===== src/rtl/cic_pkg.sv =====
package cic_pkg;

  localparam int REG_W    = 64;
  localparam int LANES    = REG_W / 8;
  localparam int BIT_REQ  = 63;
  localparam int GREQ_LO  = 61;
  localparam int GACT_LO  = 59;
  localparam int TOP_LANE = LANES - 1;

  typedef logic [1:0] gran_t;

  localparam gran_t GR_RSVD   = 2'b00;
  localparam gran_t GR_GLOBAL = 2'b01;
  localparam gran_t GR_DOMAIN = 2'b10;
  localparam gran_t GR_DEVICE = 2'b11;

  typedef enum logic [2:0] {
    ST_IDLE,
    ST_FLUSH,
    ST_INVAL_REQ,
    ST_INVAL_WAIT,
    ST_DONE
  } seq_state_e;

  // Expand byte enables into a per-bit mask.
  function automatic logic [REG_W-1:0] lane_mask(input logic [LANES-1:0] be);
    logic [REG_W-1:0] m;
    for (int i = 0; i < LANES; i++) begin
      m[i*8 +: 8] = {8{be[i]}};
    end
    return m;
  endfunction

  // Bits software may modify: requested scope plus the qualifier.
  function automatic logic [REG_W-1:0] sw_mask(input int qual_w);
    logic [REG_W-1:0] m;
    m = '0;
    for (int i = 0; i < REG_W; i++) begin
      if (i < qual_w) m[i] = 1'b1;
    end
    m[GREQ_LO]   = 1'b1;
    m[GREQ_LO+1] = 1'b1;
    return m;
  endfunction

  function automatic logic [REG_W-1:0] merge_bits(input logic [REG_W-1:0] old_v,
                                                  input logic [REG_W-1:0] new_v,
                                                  input logic [REG_W-1:0] m);
    return (old_v & ~m) | (new_v & m);
  endfunction

  function automatic logic word_hit(input logic [63:0] addr, input logic [63:0] base);
    return (addr >> 3) == (base >> 3);
  endfunction

endpackage


===== src/rtl/cic_wr_decode.sv =====
module cic_wr_decode
  import cic_pkg::*;
#(
  parameter int          ADDR_W = 12,
  parameter logic [63:0] BASE   = 64'h28,
  parameter int          QUAL_W = 34
) (
  input  logic              wr_en,
  input  logic [ADDR_W-1:0] wr_addr,
  input  logic [LANES-1:0]  wr_be,
  input  logic [2:0]        wr_top,      // wr_data[63:61]
  input  logic              busy,
  output logic              wr_hit,
  output logic [REG_W-1:0]  bit_mask,
  output logic              start,
  output gran_t             start_gran
);

  localparam logic [REG_W-1:0] SWM = sw_mask(QUAL_W);

  logic addr_ok;

  always_comb begin
    addr_ok    = word_hit(64'(wr_addr), BASE);
    wr_hit     = wr_en && addr_ok && !busy;
    bit_mask   = lane_mask(wr_be) & SWM;
    start      = wr_hit && wr_be[TOP_LANE] && wr_top[2];
    start_gran = wr_top[1:0];
  end

endmodule


===== src/rtl/cic_seq.sv =====
module cic_seq
  import cic_pkg::*;
(
  input  logic  clk,
  input  logic  rst_n,
  input  logic  start,
  input  gran_t start_gran,
  input  gran_t req_gran,
  input  logic  cap_flush,
  input  logic  flush_ack,
  input  logic  inv_ready,
  input  logic  inv_done,
  input  gran_t inv_done_gran,
  output logic  flush_req,
  output logic  inv_valid,
  output gran_t inv_gran,
  output logic  done_evt,
  output gran_t done_gran
);

  seq_state_e state_q, state_d;
  gran_t      dg_q, dg_d;

  always_comb begin
    state_d = state_q;
    dg_d    = dg_q;
    unique case (state_q)
      ST_IDLE: begin
        if (start) begin
          dg_d = GR_RSVD;
          if (start_gran == GR_RSVD) state_d = ST_DONE;
          else if (cap_flush)        state_d = ST_FLUSH;
          else                       state_d = ST_INVAL_REQ;
        end
      end
      ST_FLUSH:      if (flush_ack) state_d = ST_INVAL_REQ;
      ST_INVAL_REQ:  if (inv_ready) state_d = ST_INVAL_WAIT;
      ST_INVAL_WAIT: begin
        if (inv_done) begin
          dg_d    = inv_done_gran;
          state_d = ST_DONE;
        end
      end
      ST_DONE:       state_d = ST_IDLE;
      default:       state_d = ST_IDLE;
    endcase
  end

  always_ff @(posedge clk or negedge rst_n) begin
    if (!rst_n) begin
      state_q <= ST_IDLE;
      dg_q    <= GR_RSVD;
    end else begin
      state_q <= state_d;
      dg_q    <= dg_d;
    end
  end

  assign flush_req = (state_q == ST_FLUSH);
  assign inv_valid = (state_q == ST_INVAL_REQ);
  assign inv_gran  = req_gran;
  assign done_evt  = (state_q == ST_DONE);
  assign done_gran = dg_q;

endmodule


===== src/rtl/cic_regfile.sv =====
module cic_regfile
  import cic_pkg::*;
#(
  parameter int          ADDR_W = 12,
  parameter logic [63:0] BASE   = 64'h28
) (
  input  logic              clk,
  input  logic              rst_n,
  input  logic              wr_hit,
  input  logic [REG_W-1:0]  bit_mask,
  input  logic [REG_W-1:0]  wr_data,
  input  logic              start,
  input  logic              done_evt,
  input  gran_t             done_gran,
  input  logic [ADDR_W-1:0] rd_addr,
  output logic [REG_W-1:0]  reg_q,
  output logic [REG_W-1:0]  rd_data,
  output logic              busy
);

  logic [REG_W-1:0] reg_d;

  always_comb begin
    reg_d = reg_q;
    if (wr_hit) reg_d = merge_bits(reg_q, wr_data, bit_mask);
    if (start)  reg_d[BIT_REQ] = 1'b1;
    if (done_evt) begin
      reg_d[BIT_REQ]               = 1'b0;
      reg_d[GACT_LO+1:GACT_LO]     = done_gran;
    end
  end

  always_ff @(posedge clk or negedge rst_n) begin
    if (!rst_n) reg_q <= '0;
    else        reg_q <= reg_d;
  end

  assign busy    = reg_q[BIT_REQ];
  assign rd_data = word_hit(64'(rd_addr), BASE) ? reg_q : '0;

endmodule


===== src/rtl/ctx_inval_cmd.sv =====
module ctx_inval_cmd
  import cic_pkg::*;
#(
  parameter int          ADDR_W = 12,
  parameter logic [63:0] BASE   = 64'h28,
  parameter int          QUAL_W = 34
) (
  input  logic              clk,
  input  logic              rst_n,
  input  logic              wr_en,
  input  logic [ADDR_W-1:0] wr_addr,
  input  logic [7:0]        wr_be,
  input  logic [63:0]       wr_data,
  input  logic [ADDR_W-1:0] rd_addr,
  output logic [63:0]       rd_data,
  input  logic              cap_flush,
  output logic              flush_req,
  input  logic              flush_ack,
  output logic              inv_valid,
  input  logic              inv_ready,
  output logic [1:0]        inv_gran,
  input  logic              inv_done,
  input  logic [1:0]        inv_done_gran
);

  logic             busy_w;
  logic             wr_hit_w;
  logic [REG_W-1:0] bit_mask_w;
  logic             start_w;
  gran_t            start_gran_w;
  logic             done_evt_w;
  gran_t            done_gran_w;
  logic [REG_W-1:0] reg_q_w;

  cic_wr_decode #(.ADDR_W(ADDR_W), .BASE(BASE), .QUAL_W(QUAL_W)) u_dec (
    .wr_en      (wr_en),
    .wr_addr    (wr_addr),
    .wr_be      (wr_be),
    .wr_top     (wr_data[63:61]),
    .busy       (busy_w),
    .wr_hit     (wr_hit_w),
    .bit_mask   (bit_mask_w),
    .start      (start_w),
    .start_gran (start_gran_w)
  );

  cic_seq u_seq (
    .clk           (clk),
    .rst_n         (rst_n),
    .start         (start_w),
    .start_gran    (start_gran_w),
    .req_gran      (reg_q_w[GREQ_LO+1:GREQ_LO]),
    .cap_flush     (cap_flush),
    .flush_ack     (flush_ack),
    .inv_ready     (inv_ready),
    .inv_done      (inv_done),
    .inv_done_gran (inv_done_gran),
    .flush_req     (flush_req),
    .inv_valid     (inv_valid),
    .inv_gran      (inv_gran),
    .done_evt      (done_evt_w),
    .done_gran     (done_gran_w)
  );

  cic_regfile #(.ADDR_W(ADDR_W), .BASE(BASE)) u_rf (
    .clk       (clk),
    .rst_n     (rst_n),
    .wr_hit    (wr_hit_w),
    .bit_mask  (bit_mask_w),
    .wr_data   (wr_data),
    .start     (start_w),
    .done_evt  (done_evt_w),
    .done_gran (done_gran_w),
    .rd_addr   (rd_addr),
    .reg_q     (reg_q_w),
    .rd_data   (rd_data),
    .busy      (busy_w)
  );

endmodule


===== config.mk =====
export PLATFORM = sky130hd
export DESIGN_NAME = ctx_inval_cmd
export DESIGN_NICKNAME = d
export VERILOG_FILES = /design/src/rtl/cic_pkg.sv /design/src/rtl/cic_wr_decode.sv /design/src/rtl/cic_seq.sv /design/src/rtl/cic_regfile.sv /design/src/rtl/ctx_inval_cmd.sv
export SDC_FILE = /design/constraint.sdc
export NUM_CORES = 1
export LEC_CHECK = 0
export BUFFER_PORTS_ARGS = -buffer_cell sky130_fd_sc_hd__buf_2
export CAP_MARGIN = 20
export CELL_PAD_IN_SITES_DETAIL_PLACEMENT = 1
export CELL_PAD_IN_SITES_GLOBAL_PLACEMENT = 1
export CORE_ASPECT_RATIO = 2
export CORE_MARGIN = 4
export CORE_UTILIZATION = 29
export DETAILED_ROUTE_END_ITERATION = 10
export MAX_ROUTING_LAYER = met4
export PLACE_DENSITY = 0.88
export SLEW_MARGIN = 0
export SYNTH_ARGS = -nofsm -noshare
export SYNTH_HDL_FRONTEND = slang
export SYNTH_SLANG_ARGS = --single-unit

===== constraint.sdc =====
create_clock -name clk -period 2.2 [get_ports clk]
set_input_delay 0.33 -clock clk [delete_from_list [all_inputs] [get_ports clk]]
set_output_delay 0.33 -clock clk [all_outputs]
set_load 0.05 [all_outputs]

==> results.sh <==
export IMPL_cts_resized=0
export IMPL_grt_first_pass_wirelength_mm=10.2
export IMPL_routabilityCongestion=0.775
export IMPL_rows=46
export IMPL_rsz0062_at_grt="false"
export IMPL_pin_count=173
export IMPL_clock_sinks=44
export IMPL_skew_ns=0.00253
export IMPL_io_buffers=112
export IMPL_clk_pin_slew_ns=0.06
export IMPL_htreeDepth=2
export IMPL_drcViolationCount=0
export IMPL_sw_frac_of_total_pct=30.3
export IMPL_via_count=1888
export IMPL_viasPerCell=4.59
export IMPL_place_hpwl_mm=5.43
export IMPL_drive_above_1_share_pct=55.6
export IMPL_ir_drop_mv=0.390
export IMPL_ys_types=33
export IMPL_pwr_share_seq_pct=44.4
export IMPL_worstPathArrival_ns=1.66
export IMPL_fin_area_um2=3130
export IMPL_die_w_um=72.0
export IMPL_power_total_mw=2.12
export IMPL_grt_usage_pct=14.0
export IMPL_drtPass1Iterations=4
export IMPL_p_leak_nw=1.81
export IMPL_yosysSeqAreaShare_pct=46.4
export IMPL_p_sw_mw=0.643
export IMPL_fin_util_pct=39.4
export IMPL_syn_area_per_cell_um2=11.9
export IMPL_overflow=0
export IMPL_cts_tree="yes"
export IMPL_cts_path_max_buffers=2
export IMPL_cts_hold_buf=0
export IMPL_ant_nets=0
export IMPL_synthCells=200
export IMPL_p_comb_share_pct=20.5
export IMPL_hold_class="in -> async"
export IMPL_worstPathCellList="buf_2, nor4b_1, and4b_1, buf_12, and2_1, buf_2"
export IMPL_cellPowerDensity_nw_per_um2=678
export IMPL_antenna_cells=0
export IMPL_cpMostUsedCell="buf_2"
export IMPL_fin_setup_tns_ns=0
export IMPL_critPathLaunchType="primary input"
export IMPL_cts_setup_buffers=0
export IMPL_min_period_ns=1.99
export IMPL_start_util_pct=29.9
export IMPL_syn_area_um2=2370
export IMPL_synth_seq_cells=44
export IMPL_async_flop_share_pct=100
export IMPL_setup_slack_ns=0.210
export IMPL_slowest_stage="nor4b_1"
export IMPL_synth_edf_count=0
export IMPL_crit_family="simple AND/OR/NAND/NOR gates"
export IMPL_internal_power_mw=1.48
export IMPL_drv_cap=0
export IMPL_synthToLayoutAreaGrowth_pct=31.8
export IMPL_maxSlewViolCount=0
export IMPL_nets=419
export IMPL_status="finished clean"
export IMPL_worstSetupPathType="in -> out"
export IMPL_clock_root_buffer="clkbuf_16"
export IMPL_slowest_delay_ns=0.30
export IMPL_core_um2=7940
export IMPL_numCtsBuffers=5
export IMPL_pre_cts_ws_ns=0.172
export IMPL_wl_per_cell_um=16.1
export IMPL_die_h_um=136
export IMPL_finalNonFillerCells=411
export IMPL_cp_end_kind="output pin"
export IMPL_fmax_ghz=0.503
export IMPL_grt_pass1_vias=2113
export IMPL_synth_ff_type="dfrtp_1"
export IMPL_hold_viol_final=0
export IMPL_grt_max_degree=40
export IMPL_crit_required_ns=1.87
export IMPL_crit_fanout=39
export IMPL_die_area_um2=9780
export IMPL_clkPwrFrac_pct=35.1
export IMPL_dr_first_iter_drc_count=11
export IMPL_grt_antenna_before_repair=0
export IMPL_wl_mm=6.63
export IMPL_clock_latency_ns=0.28
export IMPL_period_share_pct=90.4
export IMPL_critPathBufInv=3
export IMPL_dp_cells=403
export IMPL_final_setup_viol_count=0
export IMPL_yosysWarnings=0
export IMPL_fin_hold_ws_ns=0.00803
export IMPL_placed_cell_area_um2=2980
[cell usage after synthesis (2+ instances only)]
cell type	number	area share, %
dfrtp_1	44	46
and2_1	39	10
mux2_2	38	18
buf_4	27	8.5
clkbuf_1	6	0.95
a21oi_1	4	0.84
nand4_1	4	1.1
nand4_2	4	2.1
nor3b_1	3	0.95
nor4b_1	3	1.1
a211oi_1	2	0.63
mux2i_1	2	0.84
nand2_1	2	0.32
nand2b_1	2	0.53
nor3_1	2	0.42
[metal layers]
| metal | up-vias | GRT usage, % | wire [µm] |
|---|---|---|---|
| met4 | 0 | 6.28 | 168 |
| li1 | 869 | - | - |
| met2 | 83 | 27.5 | 3940 |
| met1 | 926 | 12.7 | 2150 |
| met3 | 10 | 2.22 | 379 |
| met5 | - | - | 0 |
[layout make-up]
class | instances | area (µm²)
sequential | 44 | 1100
timing repair buffer | 117 | 626
multi-input combinational | 146 | 1130
fill | 926 | 4820
tap | 96 | 120
clock buffer | 6 | 139
clock inverter | 2 | 10.0
[power groups by stage]
stage | clock network, mW | logic [mW] | registers, mW
after global routing | 0.803 | 0.470 | 0.952
after detailed placement | 0 | 0.439 | 0.955
final | 0.745 | 0.435 | 0.941
after floorplan | 0 | 0.374 | 0.909
after CTS | 0.778 | 0.440 | 0.940
after global placement | 0 | 0.427 | 0.946
[kinds of logic after synthesis]
| logic type | share of synthesized area [%] |
|---|---|
| mux | 18.9 |
| flops | 46.4 |
| buf+inv | 9.97 |
| compound gates | 3.27 |
| other cells | 0.158 |
| simple gates | 21.3 |
[cell usage in the layout (no fill, tap or decap), types with 3 or more instances in the layout]
cell,count
buf_2,111
nor4b_1,3
nand4_2,4
dfrtp_1,44
mux2_2,38
clkbuf_16,5
buf_4,4
nor3b_1,3
and2_1,39
conb_1,25
a21oi_1,4
nand4_1,4
[worst register-to-register path, cell delays in order, from the launching register on]
cell and delay [ns]:
dfrtp_1 0.42, nor4b_4 0.29, buf_4 0.22, nand4_2 0.30, mux2_2 0.38
[final timing paths]
check | start | slack, ns | cells past startpoint | to
worst max-delay path | rd_addr[7] | 0.21 | 6 | rd_data[26]
worst min-delay path | rst_n | 0.008 | 1 | async pin
worst max register to register | u_rf.reg_q[63] | 0.48 | 4 | flip-flop
worst min register to register | flip-flop | 0.50 | 1 | flip-flop
max in group asynchronous | rst_n | 1.47 | 2 | async pin
min in group clk | wr_data[3] | 0.28 | 2 | flip-flop
(Power assumes the default switching activity.)
